<file path="config.mk">
export PLATFORM = sky130hd
export DESIGN_NAME = lhp_predictor
export DESIGN_NICKNAME = d
export VERILOG_FILES = /design/src/rtl/lhp_pkg.sv /design/src/rtl/lhp_index.sv /design/src/rtl/lhp_hist_table.sv /design/src/rtl/lhp_pattern_table.sv /design/src/rtl/lhp_predictor.sv
export SDC_FILE = /design/constraint.sdc
export NUM_CORES = 1
export LEC_CHECK = 0
export BUFFER_PORTS_ARGS = -buffer_cell sky130_fd_sc_hd__buf_4
export CAP_MARGIN = 20
export CORE_ASPECT_RATIO = 1.1
export CORE_MARGIN = 10
export CORE_UTILIZATION = 61
export CTS_CLUSTER_SIZE = 14
export DETAILED_ROUTE_END_ITERATION = 12
export GPL_TIMING_DRIVEN = 0
export PLACE_DENSITY = 0.89
export SLEW_MARGIN = 20
export SYNTH_ARGS = -nofsm -noshare
export SYNTH_HDL_FRONTEND = slang
export SYNTH_SLANG_ARGS = --single-unit
</file>
<file path="constraint.sdc">
create_clock -name clk -period 4.8 [get_ports clk]
set_input_delay 0.96 -clock clk [delete_from_list [all_inputs] [get_ports clk]]
set_output_delay 0.96 -clock clk [all_outputs]
set_load 0.03 [all_outputs]
</file>
<file path="src/rtl/lhp_pkg.sv">
package lhp_pkg;

   typedef logic [1:0] ctr_t;

   // one saturating step of a 2-bit direction counter
   function automatic ctr_t ctr_step(input ctr_t c, input logic up);
      ctr_t r;
      if (up) r = (c == 2'b11) ? c : c + 2'd1;
      else    r = (c == 2'b00) ? c : c - 2'd1;
      return r;
   endfunction

endpackage

</file>
<file path="src/rtl/lhp_index.sv">
module lhp_index #(
   parameter int PC_W  = 32,
   parameter int IDX_W = 6
) (
   input  logic [PC_W-1:0]  pc,
   output logic [IDX_W-1:0] idx
);
   logic unused_pc_bits;

   // word-aligned PC: skip the two alignment bits
   assign idx = pc[IDX_W+1:2];
   assign unused_pc_bits = ^{pc[PC_W-1:IDX_W+2], pc[1:0]};
endmodule

</file>
<file path="src/rtl/lhp_hist_table.sv">
module lhp_hist_table #(
   parameter int IDX_W  = 6,
   parameter int HIST_W = 4
) (
   input  logic              clk,
   input  logic              rst_n,
   input  logic [IDX_W-1:0]  rd_idx,
   output logic [HIST_W-1:0] rd_hist,
   input  logic              wr_en,
   input  logic [IDX_W-1:0]  wr_idx,
   input  logic [HIST_W-1:0] wr_old_hist,
   input  logic              wr_taken
);
   localparam int ENTRIES = 1 << IDX_W;

   logic [HIST_W-1:0] hist_q [ENTRIES];
   logic [HIST_W-1:0] hist_new;

   generate
      if (HIST_W == 1) begin : g_single
         logic unused_old;
         assign hist_new   = wr_taken;
         assign unused_old = wr_old_hist[0];
      end else begin : g_shift
         logic unused_msb;
         assign hist_new   = {wr_old_hist[HIST_W-2:0], wr_taken};
         assign unused_msb = wr_old_hist[HIST_W-1];
      end
   endgenerate

   always_ff @(posedge clk) begin
      if (!rst_n) begin
         for (int i = 0; i < ENTRIES; i++) hist_q[i] <= '0;
      end else if (wr_en) begin
         hist_q[wr_idx] <= hist_new;
      end
   end

   assign rd_hist = hist_q[rd_idx];
endmodule

</file>
<file path="src/rtl/lhp_pattern_table.sv">
module lhp_pattern_table
   import lhp_pkg::*;
#(
   parameter int HIST_W = 4
) (
   input  logic              clk,
   input  logic              rst_n,
   input  logic [HIST_W-1:0] rd_addr,
   output ctr_t              rd_ctr,
   input  logic              wr_en,
   input  logic [HIST_W-1:0] wr_addr,
   input  ctr_t              wr_old_ctr,
   input  logic              wr_taken
);
   localparam int ENTRIES = 1 << HIST_W;

   ctr_t ctr_q [ENTRIES];

   always_ff @(posedge clk) begin
      if (!rst_n) begin
         for (int i = 0; i < ENTRIES; i++) ctr_q[i] <= 2'b00;
      end else if (wr_en) begin
         ctr_q[wr_addr] <= ctr_step(wr_old_ctr, wr_taken);
      end
   end

   assign rd_ctr = ctr_q[rd_addr];
endmodule

</file>
<file path="src/rtl/lhp_predictor.sv">
module lhp_predictor #(
   parameter int PC_W   = 32,
   parameter int IDX_W  = 6,
   parameter int HIST_W = 4
) (
   input  logic              clk,
   input  logic              rst_n,
   input  logic [PC_W-1:0]   fe_pc,
   output logic              pr_taken,
   output logic [HIST_W-1:0] pr_hist,
   output logic [1:0]        pr_ctr,
   input  logic              rs_is_branch,
   input  logic [PC_W-1:0]   rs_pc,
   input  logic              rs_taken,
   input  logic [HIST_W-1:0] rs_hist,
   input  logic [1:0]        rs_ctr
);
   generate
      if (HIST_W < 1 || HIST_W > 12) begin : g_bad_hist
         $error("HIST_W must be in 1..12");
      end
      if (IDX_W < 1 || IDX_W > 12) begin : g_bad_idx
         $error("IDX_W must be in 1..12");
      end
      if (PC_W <= IDX_W + 2) begin : g_bad_pc
         $error("PC_W must exceed IDX_W+2");
      end
   endgenerate

   logic [IDX_W-1:0] fe_idx;
   logic [IDX_W-1:0] rs_idx;

   lhp_index #(.PC_W(PC_W), .IDX_W(IDX_W)) u_fe_index (
      .pc (fe_pc),
      .idx(fe_idx)
   );

   lhp_index #(.PC_W(PC_W), .IDX_W(IDX_W)) u_rs_index (
      .pc (rs_pc),
      .idx(rs_idx)
   );

   lhp_hist_table #(.IDX_W(IDX_W), .HIST_W(HIST_W)) u_hist (
      .clk        (clk),
      .rst_n      (rst_n),
      .rd_idx     (fe_idx),
      .rd_hist    (pr_hist),
      .wr_en      (rs_is_branch),
      .wr_idx     (rs_idx),
      .wr_old_hist(rs_hist),
      .wr_taken   (rs_taken)
   );

   lhp_pattern_table #(.HIST_W(HIST_W)) u_pht (
      .clk       (clk),
      .rst_n     (rst_n),
      .rd_addr   (pr_hist),
      .rd_ctr    (pr_ctr),
      .wr_en     (rs_is_branch),
      .wr_addr   (rs_hist),
      .wr_old_ctr(rs_ctr),
      .wr_taken  (rs_taken)
   );

   // upper half of the counter range means taken
   assign pr_taken = pr_ctr[1];
endmodule

</file>
==> results.yml <==
synth:
  synth_cells: 1169
  synth_area_um2: 14300
  synth_top_area_cell: "edfxtp_1"
  yosys.cell_types.count: 52
  ys_dominant_reg_cell: "edfxtp_1"
  post-synth-top-count-cell: "edfxtp_1"
  async_flop_share_pct: 0
  synthTopCellsByCount: "edfxtp_1, and3_1, nand2_1"
  yosysWarnings: 0
  ys_seq_area_share_pct: 60.5
  syn_avg_cell_area_um2: 12.2
  ys_top_cells_by_area: "edfxtp_1, and3_1, mux4_2, nand2_1, mux2i_1"
  syn-num-nets: 1243
  synth_edf_count: 288
  synth-seq-cells: 288
  yosysTopAreaCellShare_pct: 60.5
timing:
  clock.fmax_mhz: 203
  layout_setup_ws_ns: -0.124
  hold_violations: 0
  min_period_ns: 4.92
  worst_pin_slew_ns: 1.13
  timing.final.setup_violations: 3
  slew_headroom_pct: 24.9
  period_share_pct: 103
  slew_violations: 0
clock_tree:
  cts_buffers: 29
  cts_max_path_buffers: 3
  root_buffer: "clkbuf_16"
  clock-sinks: 288
  clk_pin_slew_ns: 0.06
  cts_tree: "done"
  htreeDepth: 1
cells_and_area:
  drive_above_1_share_pct: 17.5
  final_nets: 1319
  area_delta_synth_final_pct: 14.6
routing:
  routedWlPerCell_um: 30.7
  drcViolationCount: 0
  drtAntennaViolNets: 0
  via_count: 11500
  met2_length_um: 21100
  drt_iter0_markers: 2175
  wl_met3_um: 7850
  dr.pass1.iters: 7
  drt-met1-wl_um: 14800
  via_per_inst: 7.38
  routed_wl_um: 48000
  highest_layer: "met4"
floorplanning:
  rows: 58
  core_um2: 23000
  fp.dieArea_um2: 30000
  start_util_pct: 62.1
  io_pins: 81
  die_h_um: 181
  die_w_um: 166
critical_path:
  critPathCaptureType: "output port"
  critical_path_class: "input port to output port"
  critPathLaunchType: "input port"
  critPathArrivalTime_ns: 3.96
  cp_data_required_time_ns: 3.84
  cp_max_fo: 10
pwr:
  ir_worst_vdd_mv: 0.314
  power.density_nw_per_um2: 356
  power_mw: 5.83
  leakage_nw: 6.45
global_routing:
  overflow: 0
  grt_antenna_before_repair: 1
  grt_pass1_wl_um: 68800
  grt_use_total_pct: 30.2
  grt_max_degree: 15
  grt_pass1_vias: 11100
status:
  status: "complete, but fails checks"
  violations: "setup timing"
placement:
  place_ws_ns: -0.888
  gp_congestion: 0.977
  numPortBuffers: 26
  dp_hpwl_um: 31500
job:
  maxCapViolCount: 0
min_path:
  hp-class: "input port to register"
flip-flops by register name, summed over array words and instances (netlist names):
name	flops
u_hist.hist_q	256
u_pht.ctr_q	32
placed cells by master, fill, tap and decap left out, types with 5 or more instances in the layout:
master     count
nand2b_1       8
a21oi_1       15
edfxtp_1     288
mux4_2        48
nand4_1        9
nor3b_1        6
clkbuf_16     30
mux2i_1       40
buf_4         46
clkbuf_1      93
buf_6          9
o22ai_1        5
a22oi_2        6
and3_1       194
nor2b_1       11
nor3_1         6
nand2_1      177
a22oi_1       16
clkbuf_2       5
buf_12        11
clkinv_2       8
mux2_2         9
nand3_1       16
nor2_1       116
final timing paths:
path	start	to	slack, ns	cells after the start
max	fe_pc[5]	pr_ctr[1]	-0.12	14
min	rs_hist[3]	u_pht.ctr_q[15][1]$_SDFFCE_PN0P_	0.88	3
layer usage:
metal | global-route usage, % | up-vias
met4 | 20.1 | 0
met2 | 46.3 | 1275
met3 | 11.0 | 345
met5 | 0 | -
met1 | 35.0 | 5411
li1 | - | 4511
cells by family (layout without fill, tap and decap cells):
| kind of cell | count (synthesis) | count (layout) | synth area share [%] |
|---|---|---|---|
| AO/OA/AOI/OAI | 80 | 80 | 4.11 |
| multiplexers | 104 | 104 | 11.6 |
| other | 0 | 1 | 0 |
| adder cells (fa/ha/maj) | 1 | 1 | 0.0700 |
| flip-flops | 288 | 288 | 60.5 |
| AND/OR/NAND/NOR | 571 | 571 | 19.9 |
| buffers and inverters | 125 | 220 | 3.87 |
worst max-delay path: stages:
cell and delay, ns:
buf_4 0.15, buf_4 0.24, clkbuf_2 0.26, nor2b_1 0.36, o31a_1 0.29, nand4_1 0.30
nand3_2 0.22, buf_12 0.16, mux2i_1 0.19, o22ai_1 0.14, a2111oi_4 0.33, nor3_2 0.09
buf_4 0.14, buf_6 0.13
area by class of cell:
type | count | area [um^2]
diodes | 1 | 2.50
plain buffers | 116 | 676
clock buffers | 35 | 748
clock inverters | 15 | 80.1
fillers | 1370 | 6630
inverters | 4 | 15.0
multi-input cells | 756 | 5390
flip-flops and latches | 288 | 8650
well taps | 300 | 375
repair buffers | 50 | 442
stage by stage:
step | utilization [%] | TNS (ns) | instance area [um^2] | instances | hold slack, ns
floorplan | - | -0.168 | 14300 | 1169 | 1.25
global placement | 64.7 | -2.35 | 14900 | 1495 | 1.42
detailed placement | 64.7 | -2.54 | 14900 | 1495 | 1.44
CTS | 69.7 | -0.00489 | 16000 | 1550 | 0.883
global route | 71.2 | -0.155 | 16400 | 1565 | 0.907
finish | 71.2 | -0.178 | 16400 | 1565 | 0.882
report_power, final:
group / switching (mW) / internal (mW) / total, mW
logic: 0.506 / 0.298 / 0.803
registers: 0.0518 / 2.90 / 2.95
clock network: 0.976 / 1.10 / 2.08
total: 1.53 / 4.30 / 5.83
timing repair:
action / 4_1_cts / 5_1_grt
pin swaps: 11 / 16
resized for setup: 70 / 39
setup endpoints to repair: 4 / 3
hold buffers: 0 / 0
setup buffers: 8 / 15
hold endpoints to repair: 0 / 0
cloned: 0 / 1
No activity file was read; power rests on OpenSTA's default activity.
